File: src/rtl/irq_seq_pkg.sv
package irq_seq_pkg;

  // Sequencer phases: pushes, vector fetch, pops
  typedef enum logic [3:0] {
    ST_IDLE  = 4'd0,
    ST_PSH_H = 4'd1,
    ST_PSH_L = 4'd2,
    ST_PSH_P = 4'd3,
    ST_VEC_L = 4'd4,
    ST_VEC_H = 4'd5,
    ST_POP_P = 4'd6,
    ST_POP_L = 4'd7,
    ST_POP_H = 4'd8
  } seq_state_e;

  // Which command the idle sequencer takes this cycle
  typedef enum logic [1:0] {
    SRC_NONE = 2'd0,
    SRC_BRK  = 2'd1,
    SRC_IRQ  = 2'd2,
    SRC_RTI  = 2'd3
  } src_e;

endpackage

File: src/rtl/irq_seq_rstsync.sv
module irq_seq_rstsync #(
  parameter int STAGES = 2
) (
  input  logic clk,
  input  logic rst_n_async,
  output logic rst_n_sync
);

  logic [STAGES-1:0] sh_q;
  logic [STAGES-1:0] sh_d;

  always_comb begin
    sh_d = {sh_q[STAGES-2:0], 1'b1};
  end

  always_ff @(posedge clk or negedge rst_n_async) begin
    if (!rst_n_async) begin
      sh_q <= '0;
    end else begin
      sh_q <= sh_d;
    end
  end

  assign rst_n_sync = sh_q[STAGES-1];

endmodule

File: src/rtl/irq_seq_fsm.sv
module irq_seq_fsm
  import irq_seq_pkg::*;
#(
  parameter int DATA_W   = 8,
  parameter int IDIS_BIT = 2
) (
  input  logic              clk,
  input  logic              rst_n,
  input  logic              brk_req,
  input  logic              irq_req,
  input  logic              rti_req,
  input  logic [DATA_W-1:0] ps_in,
  output seq_state_e        state,
  output src_e              start,
  output logic              done
);

  seq_state_e state_q, state_d;
  logic       done_q, done_d;

  // Arbitration: break over hardware request over return
  always_comb begin
    start = SRC_NONE;
    if (state_q == ST_IDLE) begin
      if (brk_req) begin
        start = SRC_BRK;
      end else if (irq_req && !ps_in[IDIS_BIT]) begin
        start = SRC_IRQ;
      end else if (rti_req) begin
        start = SRC_RTI;
      end
    end
  end

  always_comb begin
    state_d = state_q;
    unique case (state_q)
      ST_IDLE: begin
        if (start == SRC_BRK || start == SRC_IRQ) begin
          state_d = ST_PSH_H;
        end else if (start == SRC_RTI) begin
          state_d = ST_POP_P;
        end
      end
      ST_PSH_H: state_d = ST_PSH_L;
      ST_PSH_L: state_d = ST_PSH_P;
      ST_PSH_P: state_d = ST_VEC_L;
      ST_VEC_L: state_d = ST_VEC_H;
      ST_VEC_H: state_d = ST_IDLE;
      ST_POP_P: state_d = ST_POP_L;
      ST_POP_L: state_d = ST_POP_H;
      ST_POP_H: state_d = ST_IDLE;
      default:  state_d = ST_IDLE;
    endcase
    done_d = (state_q == ST_VEC_H) || (state_q == ST_POP_H);
  end

  always_ff @(posedge clk or negedge rst_n) begin
    if (!rst_n) begin
      state_q <= ST_IDLE;
      done_q  <= 1'b0;
    end else begin
      state_q <= state_d;
      done_q  <= done_d;
    end
  end

  assign state = state_q;
  assign done  = done_q;

endmodule

File: src/rtl/irq_seq_regs.sv
module irq_seq_regs
  import irq_seq_pkg::*;
#(
  parameter int DATA_W   = 8,
  parameter int IDIS_BIT = 2,
  localparam int ADDR_W  = 2 * DATA_W,
  localparam int LANES   = ADDR_W / DATA_W
) (
  input  logic              clk,
  input  logic              rst_n,
  input  seq_state_e        state,
  input  src_e              start,
  input  logic [ADDR_W-1:0] pc_in,
  input  logic [DATA_W-1:0] ps_in,
  input  logic [DATA_W-1:0] sp_in,
  input  logic [ADDR_W-1:0] vec_in,
  input  logic [DATA_W-1:0] rd_data,
  output logic [ADDR_W-1:0] pc_q,
  output logic [DATA_W-1:0] ps_q,
  output logic [DATA_W-1:0] sp_q,
  output logic              brk_q,
  output logic [ADDR_W-1:0] vec_q
);

  logic cap_en, sp_dec_en, sp_inc_en, ps_rd_en, idis_set_en;
  logic [LANES-1:0] lane_en;

  logic [DATA_W-1:0] sp_d, ps_d;
  logic              brk_d;
  logic [ADDR_W-1:0] vec_d;
  logic              sp_en, ps_en;

  // Clock enables
  always_comb begin
    cap_en      = (start != SRC_NONE);
    sp_dec_en   = (state == ST_PSH_H) || (state == ST_PSH_L) || (state == ST_PSH_P);
    sp_inc_en   = (state == ST_POP_P) || (state == ST_POP_L) || (state == ST_POP_H);
    ps_rd_en    = (state == ST_POP_P);
    idis_set_en = (state == ST_PSH_P);
    lane_en[0]  = (state == ST_VEC_L) || (state == ST_POP_L);
    lane_en[1]  = (state == ST_VEC_H) || (state == ST_POP_H);
    sp_en       = cap_en || sp_dec_en || sp_inc_en;
    ps_en       = cap_en || ps_rd_en || idis_set_en;
  end

  // Next values
  always_comb begin
    sp_d = sp_q;
    if (cap_en) begin
      sp_d = sp_in;
    end else if (sp_dec_en) begin
      sp_d = sp_q - DATA_W'(1);
    end else if (sp_inc_en) begin
      sp_d = sp_q + DATA_W'(1);
    end

    ps_d = ps_q;
    if (cap_en) begin
      ps_d = ps_in;
    end else if (ps_rd_en) begin
      ps_d = rd_data;
    end else if (idis_set_en) begin
      ps_d[IDIS_BIT] = 1'b1;
    end

    brk_d = (start == SRC_BRK);
    vec_d = vec_in;
  end

  always_ff @(posedge clk or negedge rst_n) begin
    if (!rst_n) begin
      sp_q <= '0;
    end else if (sp_en) begin
      sp_q <= sp_d;
    end
  end

  always_ff @(posedge clk or negedge rst_n) begin
    if (!rst_n) begin
      ps_q <= '0;
    end else if (ps_en) begin
      ps_q <= ps_d;
    end
  end

  always_ff @(posedge clk or negedge rst_n) begin
    if (!rst_n) begin
      brk_q <= 1'b0;
      vec_q <= '0;
    end else if (cap_en) begin
      brk_q <= brk_d;
      vec_q <= vec_d;
    end
  end

  // One byte lane of the program counter per generate pass
  for (genvar b = 0; b < LANES; b++) begin : g_pc_lane
    logic [DATA_W-1:0] lane_d;
    logic              lane_load;

    always_comb begin
      lane_load = cap_en || lane_en[b];
      lane_d    = cap_en ? pc_in[b*DATA_W +: DATA_W] : rd_data;
    end

    always_ff @(posedge clk or negedge rst_n) begin
      if (!rst_n) begin
        pc_q[b*DATA_W +: DATA_W] <= '0;
      end else if (lane_load) begin
        pc_q[b*DATA_W +: DATA_W] <= lane_d;
      end
    end
  end

endmodule

File: src/rtl/irq_seq_busmux.sv
module irq_seq_busmux
  import irq_seq_pkg::*;
#(
  parameter int                DATA_W     = 8,
  parameter logic [DATA_W-1:0] STACK_PAGE = 8'h01,
  parameter int                BRK_BIT    = 4,
  localparam int               ADDR_W     = 2 * DATA_W
) (
  input  seq_state_e        state,
  input  logic [ADDR_W-1:0] pc_q,
  input  logic [DATA_W-1:0] ps_q,
  input  logic [DATA_W-1:0] sp_q,
  input  logic              brk_q,
  input  logic [ADDR_W-1:0] vec_q,
  output logic [ADDR_W-1:0] mem_addr,
  output logic              mem_we,
  output logic              mem_re,
  output logic [DATA_W-1:0] mem_wdata
);

  logic [DATA_W-1:0] sp_pre_inc;
  logic [DATA_W-1:0] ps_marked;

  always_comb begin
    sp_pre_inc         = sp_q + DATA_W'(1);
    ps_marked          = ps_q;
    ps_marked[BRK_BIT] = brk_q;

    mem_addr  = '0;
    mem_we    = 1'b0;
    mem_re    = 1'b0;
    mem_wdata = '0;
    unique case (state)
      ST_PSH_H: begin
        mem_addr  = {STACK_PAGE, sp_q};
        mem_we    = 1'b1;
        mem_wdata = pc_q[ADDR_W-1 -: DATA_W];
      end
      ST_PSH_L: begin
        mem_addr  = {STACK_PAGE, sp_q};
        mem_we    = 1'b1;
        mem_wdata = pc_q[DATA_W-1:0];
      end
      ST_PSH_P: begin
        mem_addr  = {STACK_PAGE, sp_q};
        mem_we    = 1'b1;
        mem_wdata = ps_marked;
      end
      ST_VEC_L: begin
        mem_addr = vec_q;
        mem_re   = 1'b1;
      end
      ST_VEC_H: begin
        mem_addr = vec_q + ADDR_W'(1);
        mem_re   = 1'b1;
      end
      ST_POP_P, ST_POP_L, ST_POP_H: begin
        mem_addr = {STACK_PAGE, sp_pre_inc};
        mem_re   = 1'b1;
      end
      default: begin
        mem_addr = '0;
      end
    endcase
  end

endmodule

File: src/rtl/irq_seq_top.sv
module irq_seq_top
  import irq_seq_pkg::*;
#(
  parameter int                DATA_W      = 8,
  parameter logic [DATA_W-1:0] STACK_PAGE  = 8'h01,
  parameter int                IDIS_BIT    = 2,
  parameter int                BRK_BIT     = 4,
  parameter int                SYNC_STAGES = 2,
  localparam int               ADDR_W      = 2 * DATA_W
) (
  input  logic              clk,
  input  logic              rst_n,
  input  logic              brk_req,
  input  logic              irq_req,
  input  logic              rti_req,
  input  logic [ADDR_W-1:0] vec_addr,
  input  logic [ADDR_W-1:0] pc_in,
  input  logic [DATA_W-1:0] ps_in,
  input  logic [DATA_W-1:0] sp_in,
  input  logic [DATA_W-1:0] mem_rdata,
  output logic [ADDR_W-1:0] mem_addr,
  output logic              mem_we,
  output logic              mem_re,
  output logic [DATA_W-1:0] mem_wdata,
  output logic [ADDR_W-1:0] pc_o,
  output logic [DATA_W-1:0] ps_o,
  output logic [DATA_W-1:0] sp_o,
  output logic              busy,
  output logic              done
);

  logic              rst_ni;
  seq_state_e        st;
  src_e              start;
  logic [ADDR_W-1:0] pc_q;
  logic [DATA_W-1:0] ps_q;
  logic [DATA_W-1:0] sp_q;
  logic              brk_q;
  logic [ADDR_W-1:0] vec_q;

  irq_seq_rstsync #(.STAGES(SYNC_STAGES)) u_rst (
    .clk         (clk),
    .rst_n_async (rst_n),
    .rst_n_sync  (rst_ni)
  );

  irq_seq_fsm #(.DATA_W(DATA_W), .IDIS_BIT(IDIS_BIT)) u_fsm (
    .clk     (clk),
    .rst_n   (rst_ni),
    .brk_req (brk_req),
    .irq_req (irq_req),
    .rti_req (rti_req),
    .ps_in   (ps_in),
    .state   (st),
    .start   (start),
    .done    (done)
  );

  irq_seq_regs #(.DATA_W(DATA_W), .IDIS_BIT(IDIS_BIT)) u_regs (
    .clk     (clk),
    .rst_n   (rst_ni),
    .state   (st),
    .start   (start),
    .pc_in   (pc_in),
    .ps_in   (ps_in),
    .sp_in   (sp_in),
    .vec_in  (vec_addr),
    .rd_data (mem_rdata),
    .pc_q    (pc_q),
    .ps_q    (ps_q),
    .sp_q    (sp_q),
    .brk_q   (brk_q),
    .vec_q   (vec_q)
  );

  irq_seq_busmux #(.DATA_W(DATA_W), .STACK_PAGE(STACK_PAGE), .BRK_BIT(BRK_BIT)) u_bus (
    .state     (st),
    .pc_q      (pc_q),
    .ps_q      (ps_q),
    .sp_q      (sp_q),
    .brk_q     (brk_q),
    .vec_q     (vec_q),
    .mem_addr  (mem_addr),
    .mem_we    (mem_we),
    .mem_re    (mem_re),
    .mem_wdata (mem_wdata)
  );

  assign busy = (st != ST_IDLE);
  assign pc_o = pc_q;
  assign ps_o = ps_q;
  assign sp_o = sp_q;

endmodule

File: config.mk
export PLATFORM = sky130hd
export DESIGN_NAME = irq_seq_top
export DESIGN_NICKNAME = d
export VERILOG_FILES = /design/src/rtl/irq_seq_pkg.sv /design/src/rtl/irq_seq_rstsync.sv /design/src/rtl/irq_seq_fsm.sv /design/src/rtl/irq_seq_regs.sv /design/src/rtl/irq_seq_busmux.sv /design/src/rtl/irq_seq_top.sv
export SDC_FILE = /design/constraint.sdc
export NUM_CORES = 1
export LEC_CHECK = 0
export BUFFER_PORTS_ARGS = -buffer_cell sky130_fd_sc_hd__buf_2
export CORE_MARGIN = 5
export CORE_UTILIZATION = 50
export CTS_CLUSTER_SIZE = 14
export DETAILED_ROUTE_END_ITERATION = 7
export GPL_ROUTABILITY_DRIVEN = 0
export PLACE_DENSITY = 0.87
export SYNTH_ARGS = -nofsm -noshare
export SYNTH_HDL_FRONTEND = slang
export SYNTH_SLANG_ARGS = --single-unit
File: constraint.sdc
create_clock -name clk -period 3.8 [get_ports clk]
set_input_delay 0.19 -clock clk [delete_from_list [all_inputs] [get_ports clk]]
set_output_delay 0.19 -clock clk [all_outputs]
set_load 0.02 [all_outputs]
==> key figures, run 1 <==
Yosys
  • EDFF count, synth: 0
  • Synth unique cells: 49
  • Sequential share of the synthesized area: 39.2%
  • Flops & latches, synth: 56
  • Yosys Warn Count: 0
  • Avg Cell Area, Syn: 8.76 sq um
  • Leading post-synthesis cells by cell area: dfrtp_1, mux2i_1, nor2_1
  • Asr flop ratio synth: 100%
  • Syn_nets: 474
  • Post-synth top flop: dfrtp_1
  • Proportion of netlist area held by the largest area contributor: 39.2%
  • Cells after Synth: 408
  • Synth area leader: dfrtp_1
  • Mapped Area: 0.00357 sq mm

Global routing
  • Largest net degree at the start of global routing: 55
  • GRT overflow: 0
  • Vias in the first global route: 3337
  • Global-route usage over all layers: 22.2%
  • First-pass GRT wire length: 16.0 mm
  • Initial antenna violation count: 0

Hold path
  • HP Start: vec_addr[4]
  • Hold Crit Class: input pin to flip-flop
  • Sink of the worst hold path: u_regs.vec_q[4]
  • WHS Path Cells: 2

Route
  • Detailed Routing Iterations Pass 1: 6
  • Final ANT Viol Nets: 0
  • Post-Route M1 WL: 3.96 mm
  • Met3 wire len: 1.01 mm
  • Starting DRC count in detailed routing: 236
  • # DRC: 0
  • Routed WL per cell: 16.0 um
  • Via count: 3537
  • Final wirelength: 9.76 mm
  • Metal2 WL: 4.67 mm
  • Vias per cell: 5.81
  • Top Layer Used: met4

Floorplan
  • # rows: 30
  • Chip Width: 94.5 um
  • Core ar.: 0.00687 sq mm
  • Initial Util: 52.0%
  • Top Ports: 121
  • Die Area: 0.00893 sq mm
  • Die Ht: 94.5 um

Setup path
  • Arrival time at the worst endpoint: 3.12 ns
  • Worst Path Class, Setup: flip-flop to flip-flop
  • RR Endpoint: u_regs.sp_q[7]
  • CP startpoint kind: flip-flop
  • R2R cell count: 9
  • Reg2reg setup slack: 0.86 ns
  • Max Fanout on Critical Path: 23
  • Reg2reg start: u_fsm.state[2]
  • WP data required: 3.98 ns
  • Setup crit end kind: flip-flop

CTS
  • Maximum clock insertion buffer count: 2
  • Post-CTS setup buffer count: 0
  • Num CTS Buffers: 5
  • CTS resizes: 0
  • CTS clk-pin slew, worst paths: 0.10 ns
  • Worst-Skew Late Latency: 0.31 ns
  • CTS tree: done
  • Num Clock Sinks: 56
  • CTS root buf: clkbuf_8
  • CTS Hold Buffers Added: 1
  • H-tree levels: 2

Place
  • DP HPWL: 7.36 mm
  • Port bufs: 120

Finish
  • Final Net Count: 578
  • Ratio of cells with drive above 1 in the final layout: 27.3%
  • Sequential cell area: 0.00140 sq mm
  • Layout fillers: 588
  • Multi-input logic area: 0.00202 sq mm
  • # diodes: 0
  • Syn-to-layout area delta: 20.7%
  • Post-layout util: 62.8%

STA
  • Final setup vio count: 0
  • Setup TNS: 0 ns
  • Min Clock Period, post-route: 2.94 ns
  • Fin crit share: 77.3%
  • Least-Margin Pin Slew: 0.905 ns
  • RSZ-0062 raised after global routing: false
  • Final Hold Vio Count: 0
  • Fmax: 0.340 GHz
  • Max-Slew Margin vs Limit: 39.4%
  • Layout Skew: 0.00564 ns
  • Pins Over Slew Limit: 0

Power and ir drop
  • PwrDens: 1010 mW/mm^2
  • Peak supply drop: 0.519 mV
  • Leakage: 2.00 nW
  • Tot Pwr: 0.00437 W

Outcome
  • Outcome: complete, no violations

Run
  • # Max-Cap Violations: 0
[kinds of logic after synthesis]
family                   share of synthesized area (%)
adder cells (fa/ha/maj)                           1.75
AND/OR/NAND/NOR                                   19.7
buffers and inverters                             4.27
other                                            0.105
multiplexers                                      14.6
flip-flops                                        39.2
XOR/XNOR                                          4.41
AO/OA/AOI/OAI                                     16.0
[worst max-delay path, cell delays in order, from the launching register on]
cell,delay (ns)
dfrtp_1,0.73
nor2_2,0.16
nand2_1,0.14
or2_1,0.14
ha_1,0.49
buf_4,0.38
inv_1,0.17
or3_1,0.40
a21oi_1,0.15
a21oi_1,0.05
[per-layer routing]
layer / vias to the layer above / global-route usage [%]
met5: - / 0
met4: 0 / 5.17
met3: 17 / 4.86
met2: 204 / 36.8
met1: 1658 / 29.8
li1: 1658 / -
[metrics by stage]
stage / instance area [sq um] / setup WS (ns) / cells / hold slack, ns
4_1_cts: 4310 / 0.892 / 609 / 0.0751
6_report: 4310 / 0.861 / 609 / 0.0857
5_1_grt: 4310 / 0.596 / 609 / 0.0831
3_5_place_dp: 4210 / 0.912 / 600 / -0.0212
3_3_place_gp: 4210 / 1.05 / 600 / -0.0252
2_1_floorplan: 3570 / 1.20 / 408 / -0.106
[synth_stat cells, drive strengths merged, types with 6 or more instances]
master / number
a21oi: 45
and3: 8
buf: 10
clkbuf: 19
dfrtp: 56
inv: 8
mux2: 16
mux2i: 34
nand2: 21
nand3: 14
nand4: 9
nor2: 69
o21ai: 16
o221ai: 6
xnor2: 10
xor2: 8
[sequential cells by signal, summed over array words and instances, names as in the netlist]
register	count
u_regs.pc_q	16
u_regs.vec_q	16
u_regs.ps_q	8
u_regs.sp_q	8
u_fsm.state	4
u_rst.sh_q	2
u_fsm.done	1
u_regs.brk_q	1
[placed cells by master, fill, tap and decap left out, drive strengths merged, types with 9 or more instances in the layout]
cell	instances
o21ai	16
nand4	9
mux2i	34
nor2	69
a21oi	45
dfrtp	56
nand2	21
buf	125
mux2	16
nand3	14
xnor2	10
[area by class of cell]
cell class / count / area share, %
Inverter: 8 / 0.696
Timing Repair Buffer: 126 / 15.0
Sequential cell: 56 / 32.5
Clock buffer: 7 / 2.00
Multi-Input combinational cell: 315 / 46.8
Clock inverter: 1 / 0.174
Tap cell: 96 / 2.79
[report_power, final]
part	internal, W	total, W	switching (W)
Sequential	0.000889	0.00129	0.000400
Clock	0.000149	0.000343	0.000194
Combinational	0.00105	0.00274	0.00169
[how the worst max path moves through the flow]
stage / from / to / slack, ns / cells past startpoint
5_1_grt: u_fsm.state[2] / u_regs.sp_q[7] / 0.60 / 9
6_report: u_fsm.state[2] / u_regs.sp_q[7] / 0.86 / 9
3_5_place_dp: u_fsm.state[2] / u_regs.sp_q[7] / 0.91 / 9
2_1_floorplan: u_fsm.state[1] / u_regs.vec_q[2] / 1.20 / 8
3_3_place_gp: u_fsm.state[2] / u_regs.sp_q[7] / 1.05 / 9
4_1_cts: u_fsm.state[2] / u_regs.sp_q[7] / 0.89 / 9
Note: power is estimated with default switching activity, not from simulation.
==> run 2, diff against run 1 <==
- CORE_UTILIZATION: 50 -> 46
- PLACE_DENSITY: 0.87 -> 0.85
- clock period: 3.8 -> 2.4 ns (I/O delays scaled with it)
==> run 2 against run 1 <==
Effect of this change: register-to-register slack worse by 0.64 ns; final area grew 2.8%; routed wire length rose by 2.5%; power up 65%; critical path depth fell by 2; clock skew rose by 0.0042 ns; setup slack lost 0.67 ns; sequential power is 50% higher; worst hold slack worse by 0.068 ns; sequential share of layout area decreased by 0.87 points; utilization is 4.8 points lower; critical endpoint is now mem_addr[5].
==> key figures, run 2 (synthesis results as in run 1) <==
STA
  • Max-Slew Margin vs Limit: 51.8%
  • Min Clock Period, post-route: 2.21 ns
  • RSZ-0062 raised after global routing: false
  • Fin crit share: 91.9%
  • Setup TNS: 0 ns
  • Pins Over Slew Limit: 0
  • Fmax: 0.453 GHz
  • Least-Margin Pin Slew: 0.722 ns
  • Layout Skew: 0.00984 ns
  • Fin Hold WS: 0.0172 ns
  • Final setup vio count: 0
  • Final Hold Vio Count: 0

Run
  • # Max-Cap Violations: 0

Finish
  • Finished Layout Cells: 621
  • Design area: 0.00443 sq mm
  • Syn-to-layout area delta: 24.1%
  • Final Net Count: 585
  • Biggest regs: u_regs.pc_q: 16 flops, u_regs.vec_q: 16 flops
  • Sequential cell area: 0.00140 sq mm
  • Ratio of cells with drive above 1 in the final layout: 28.9%
  • # diodes: 0
  • Multi-input logic area: 0.00204 sq mm
  • Commonest non-fill, non-tap cell in the layout: buf_2
  • Layout fillers: 687
  • Commonest cells after routing, fill and taps aside: buf_2, nor2_1, dfrtp_1

Setup path
  • WP data required: 2.28 ns
  • Arrival time at the worst endpoint: 2.09 ns
  • CP startpoint kind: flip-flop
  • Reg2reg setup slack: 0.22 ns
  • Worst Path Class, Setup: flip-flop to output pin
  • Setup crit end kind: output pin
  • Max Fanout on Critical Path: 19
  • R2R cell count: 9

CTS
  • CTS tree: done
  • CTS root buf: clkbuf_8
  • Post-CTS setup buffer count: 0
  • Maximum clock insertion buffer count: 2
  • Worst-Skew Late Latency: 0.31 ns
  • CTS clk-pin slew, worst paths: 0.10 ns
  • H-tree levels: 2
  • Num CTS Buffers: 5
  • Num Clock Sinks: 56

Place
  • Port bufs: 120
  • Placed Area: 0.00427 sq mm
  • Placed cell count: 613
  • DP HPWL: 7.61 mm

Global routing
  • Vias in the first global route: 3460
  • Initial antenna violation count: 0
  • Largest net degree at the start of global routing: 55
  • First-pass GRT wire length: 16.8 mm
  • Global-route usage over all layers: 20.9%
  • GRT overflow: 0

Floorplan
  • # rows: 32
  • Top Ports: 121
  • Core ar.: 0.00765 sq mm
  • Die Ht: 98.1 um
  • Die Area: 0.00963 sq mm
  • Initial Util: 46.7%
  • Chip Width: 98.1 um

Power and ir drop
  • Leakage: 2.06 nW
  • Clk network pwr share: 9.9%
  • Switching share of total power: 50.7%
  • Sequential Power Share: 26.6%
  • Tot Pwr: 0.00724 W
  • Peak supply drop: 0.786 mV
  • NetSw: 0.00367 W
  • PwrDens: 1630 mW/mm^2
  • Logic pwr share: 63.5%
  • P_int: 0.00357 W

Route
  • Routed WL per cell: 16.1 um
  • Final ANT Viol Nets: 0
  • Vias per cell: 5.68
  • Post-Route M1 WL: 4.11 mm
  • Met3 wire len: 1.08 mm
  • # DRC: 0
  • Starting DRC count in detailed routing: 261
  • Metal2 WL: 4.67 mm
  • Final wirelength: 10.0 mm
  • Detailed Routing Iterations Pass 1: 5
  • Top Layer Used: met4
  • Via count: 3525

Outcome
  • Outcome: complete, no violations

Hold path
  • WHS Path Cells: 2
  • Hold Crit Class: input pin to flip-flop
## run 2: worst max-delay path: stages (launching register included)
cell and delay (ns):
dfrtp_1 0.40, buf_4 0.21, nor4b_2 0.47, a31oi_4 0.13, o211ai_1 0.20, o21ai_1 0.09
o21ai_1 0.09, buf_2 0.19
## run 2: final timing paths
| path | from | to |
|---|---|---|
| worst max-delay path | u_fsm.state[2] | mem_addr[5] |
| worst min-delay path | vec_addr[6] | u_regs.vec_q[6] |
| worst max register to register | u_fsm.state[3] | u_regs.sp_q[5] |
| worst min register to register | u_rst.sh_q[0] | u_rst.sh_q[1] |
| max in group asynchronous | u_rst.sh_q[1] | u_regs.brk_q |
| min in group asynchronous | rst_n | u_rst.sh_q[1] |
## run 2: final cells by class
type | instances | area share (%)
Tap cell | 102 | 2.88
Timing Repair Buffer | 133 | 15.9
Multi-Input combinational cell | 315 | 46.0
Clock buffer | 5 | 1.55
Inverter | 8 | 0.678
Sequential cell | 56 | 31.6
Clock inverter | 2 | 1.36
## run 2: metal layers
| metal | up-vias | GRT usage, % |
|---|---|---|
| met1 | 1641 | 28.5 |
| met5 | - | 0 |
| met2 | 203 | 33.9 |
| li1 | 1663 | - |
| met3 | 18 | 5.07 |
| met4 | 0 | 4.47 |
## run 2: repair_timing
item                                   in CTS  in global routing
hold buffers                                1                  0
gates resized for setup                     1                  2
setup endpoints to repair                   4                  3
endpoints found under the hold margin       2                  0
gates cloned                                0                  0
## run 2: per-stage QoR
stage | util [%] | setup WS (ns)
6_report | 58.0 | 0.193
3_5_place_dp | 55.9 | 0.223
3_3_place_gp | 55.9 | 0.333
4_1_cts | 57.8 | 0.132
5_1_grt | 58.0 | 0.0576
2_1_floorplan | - | 0.00922
## run 2: power by group through the flow
| stage | Sequential, W | Clock, W | Combinational [W] |
|---|---|---|---|
| after CTS | 0.00191 | 0.000729 | 0.00457 |
| after detailed placement | 0.00193 | 0 | 0.00455 |
| final | 0.00193 | 0.000717 | 0.00459 |
| after global routing | 0.00200 | 0.000768 | 0.00505 |
| after global placement | 0.00191 | 0 | 0.00446 |
| after floorplan | 0.00211 | 0 | 0.00304 |
==> run 3, diff against run 2 <==
- ABC_AREA: default -> 1
- PLACE_DENSITY: 0.85 -> 0.84
==> run 3 against run 2 <==
Effect of this change: clock skew up 0.0019 ns; non-clock buffer count decreased by 3; setup slack worse by 0.0026 ns; power increased by 2.6%; worst hold slack got worse by 0.012 ns; synthesized cell count up 29%; highest routed layer unchanged.
==> key figures, run 3 <==
Outcome
  • Outcome: complete, no violations

STA
  • Min Clock Period, post-route: 2.21 ns
  • Pins Over Slew Limit: 0
  • Fin Hold WS: 0.00473 ns
  • Crit path setup slack, layout: 0.191 ns
  • Max-Slew Margin vs Limit: 59.8%
  • Least-Margin Pin Slew: 0.602 ns
  • Final Hold Vio Count: 0
  • Fin crit share: 92.1%
  • Layout Skew: 0.0117 ns
  • Fmax: 0.453 GHz
  • Final setup vio count: 0
  • RSZ-0062 raised after global routing: false
  • Setup TNS: 0 ns

CTS
  • CTS clk-pin slew, worst paths: 0.10 ns
  • Worst-Skew Late Latency: 0.32 ns
  • CTS tree: done
  • Maximum clock insertion buffer count: 2
  • CTS root buf: clkbuf_8
  • Num Clock Sinks: 56
  • Num CTS Buffers: 5
  • H-tree levels: 2

Finish
  • Layout fillers: 725
  • Commonest cells after routing, fill and taps aside: nand2_1, buf_2, dfrtp_1
  • Final Net Count: 716
  • Syn-to-layout area delta: 23.2%
  • Biggest regs: u_regs.pc_q: 16 flops, u_regs.vec_q: 16 flops
  • # diodes: 0
  • Ratio of cells with drive above 1 in the final layout: 26.6%
  • Commonest non-fill, non-tap cell in the layout: nand2_1
  • Post-layout util: 58.8%

Setup path
  • Critical path's largest stage delay: 0.47 ns
  • Crit-path most repeated cell: nand2_1
  • Setup crit end kind: flip-flop
  • RR Endpoint: u_regs.sp_q[3]
  • Arrival time at the worst endpoint: 2.42 ns
  • Worst Path Class, Setup: flip-flop to flip-flop
  • CP startpoint kind: flip-flop
  • Reg2reg setup slack: 0.19 ns
  • WP data required: 2.61 ns
  • R2R cell count: 9
  • Reg2reg start: u_fsm.state[3]
  • Max Fanout on Critical Path: 9
  • CP max-delay cell: dfrtp_1
  • Critical-path cell list: nor2_2 > nand2_1 > inv_1 > o21ai_0 > ha_1 > buf_4 > or2_2 > nand3_1 > nand2_1

Yosys
  • Post-synth top flop: dfrtp_1
  • Mapped Area: 0.00370 sq mm
  • Sequential share of the synthesized area: 37.8%
  • Syn_nets: 594
  • EDFF count, synth: 0
  • Synth area leader: dfrtp_1
  • Flops & latches, synth: 56
  • Proportion of netlist area held by the largest area contributor: 37.8%
  • Asr flop ratio synth: 100%
  • Yosys Warn Count: 0
  • Leading post-synthesis cells by cell area: dfrtp_1, nand2_1, nand3_1
  • Post-synth top cells: nand2_1, dfrtp_1, nor2_1, inv_1, nand3_1
  • Count leader, synth: nand2_1
  • Avg Cell Area, Syn: 7.02 sq um
  • Cells after Synth: 528
  • Synth unique cells: 40

Route
  • Vias per cell: 5.30
  • Via count: 3993
  • # DRC: 0
  • Routed WL per cell: 14.7 um
  • Final ANT Viol Nets: 0
  • Detailed Routing Iterations Pass 1: 4
  • Final wirelength: 11.1 mm
  • Starting DRC count in detailed routing: 163

Floorplan
  • Top Ports: 121
  • # rows: 32
  • Core ar.: 0.00777 sq mm
  • Chip Width: 99.7 um
  • Die Area: 0.00995 sq mm
  • Initial Util: 47.7%
  • Die Ht: 99.7 um

Power and ir drop
  • Tot Pwr: 0.00743 W
  • Clk network pwr share: 9.1%
  • Peak supply drop: 1.01 mV
  • NetSw: 0.00403 W
  • PwrDens: 1630 mW/mm^2
  • Switching share of total power: 54.2%
  • Leakage: 2.37 nW
  • Sequential Power Share: 26.1%
  • Logic pwr share: 64.7%
  • P_int: 0.00340 W

Global routing
  • Global-route usage over all layers: 22.6%
  • Vias in the first global route: 3876
  • First-pass GRT wire length: 18.4 mm
  • Largest net degree at the start of global routing: 39
  • GRT overflow: 0
  • Initial antenna violation count: 0

Place
  • Setup WS pre-CTS: 0.159 ns
  • Port bufs: 120
  • DP HPWL: 8.60 mm

Hold path
  • Sink of the worst hold path: u_regs.vec_q[15]
  • HP Start: vec_addr[15]
  • WHS Path Cells: 3
  • Hold Crit Class: input pin to flip-flop

Run
  • # Max-Cap Violations: 0
run 3: changes by cell type after synthesis, moves of 16 or more:
cell	before	now
a21oi_1	45	26
inv_1	5	45
mux2_1	16	0
mux2i_1	34	0
nand2_1	21	173
nand3_1	14	42
nor2_1	68	51
o21ai_0	0	36
run 3: cells by family (layout without fill, tap and decap cells):
family / count (synthesis) / count (layout) / synth area share (%)
xor+xnor: 4 / 4 / 0.946
flops: 56 / 56 / 37.8
simple gates: 296 / 296 / 34.6
other cells: 1 / 1 / 0.101
fa+ha+maj: 5 / 5 / 1.69
compound gates: 97 / 97 / 16.5
buf+inv: 69 / 192 / 8.27
run 3: layer usage:
metal | share of wire [%] | vias to the layer above | routed length (um) | GRT usage (%)
met4 | 0.99 | 0 | 110 | 4.83
met1 | 41 | 1842 | 4600 | 30.3
met5 | 0 | - | 0 | 0
li1 | - | 1967 | - | -
met2 | 48 | 170 | 5370 | 37.7
met3 | 9.1 | 14 | 1010 | 4.56
run 3: stage by stage:
| step | area (sq um) | cells |
|---|---|---|
| 2_1_floorplan | 3700 | 528 |
| 3_3_place_gp | 4420 | 744 |
| 3_5_place_dp | 4420 | 744 |
| 4_1_cts | 4560 | 753 |
| 5_1_grt | 4560 | 753 |
| 6_report | 4560 | 753 |
run 3: worst max path at each step:
stage	startpoint	endpoint	slack, ns
floorplan	u_fsm.state[1]	u_regs.sp_q[4]	0.16
global placement	u_fsm.state[3]	u_regs.sp_q[4]	0.29
detailed placement	u_fsm.state[3]	u_regs.ps_q[2]	0.16
CTS	u_fsm.state[3]	u_regs.ps_q[2]	0.12
global route	u_fsm.state[3]	u_regs.sp_q[3]	0.03
finish	u_fsm.state[3]	u_regs.sp_q[3]	0.19
run 3: worst max-delay path, delay by kind of cell (launching register included):
| kind | cells | cell delay [ns] |
|---|---|---|
| simple gates | 5 | 0.80 |
| flops | 1 | 0.47 |
| fa+ha+maj | 1 | 0.35 |
| buf+inv | 2 | 0.34 |
| compound gates | 1 | 0.15 |
run 3: area by class of cell:
class / instances / area [sq um] / area share (%)
clock inverters: 1 / 30.0 / 0.658
repair buffers: 130 / 691 / 15.1
inverters: 54 / 213 / 4.66
clock buffers: 7 / 96.3 / 2.11
well taps: 102 / 128 / 2.80
flip-flops and latches: 56 / 1400 / 30.7
multi-input cells: 403 / 2000 / 43.9
run 3: what timing repair did:
action,CTS,global route
hold buffers,1,0
endpoints found under the hold margin,2,0
setup endpoints to repair,0,6
gates resized for setup,0,3
buffers inserted,0,0
run 3: power groups by stage:
| stage | Combinational (W) | Clock (W) | Sequential [W] |
|---|---|---|---|
| 2_1_floorplan | 0.00318 | 0 | 0.00214 |
| 3_3_place_gp | 0.00465 | 0 | 0.00192 |
| 3_5_place_dp | 0.00479 | 0 | 0.00193 |
| 4_1_cts | 0.00480 | 0.000695 | 0.00192 |
| 5_1_grt | 0.00533 | 0.000734 | 0.00201 |
| 6_report | 0.00481 | 0.000679 | 0.00194 |
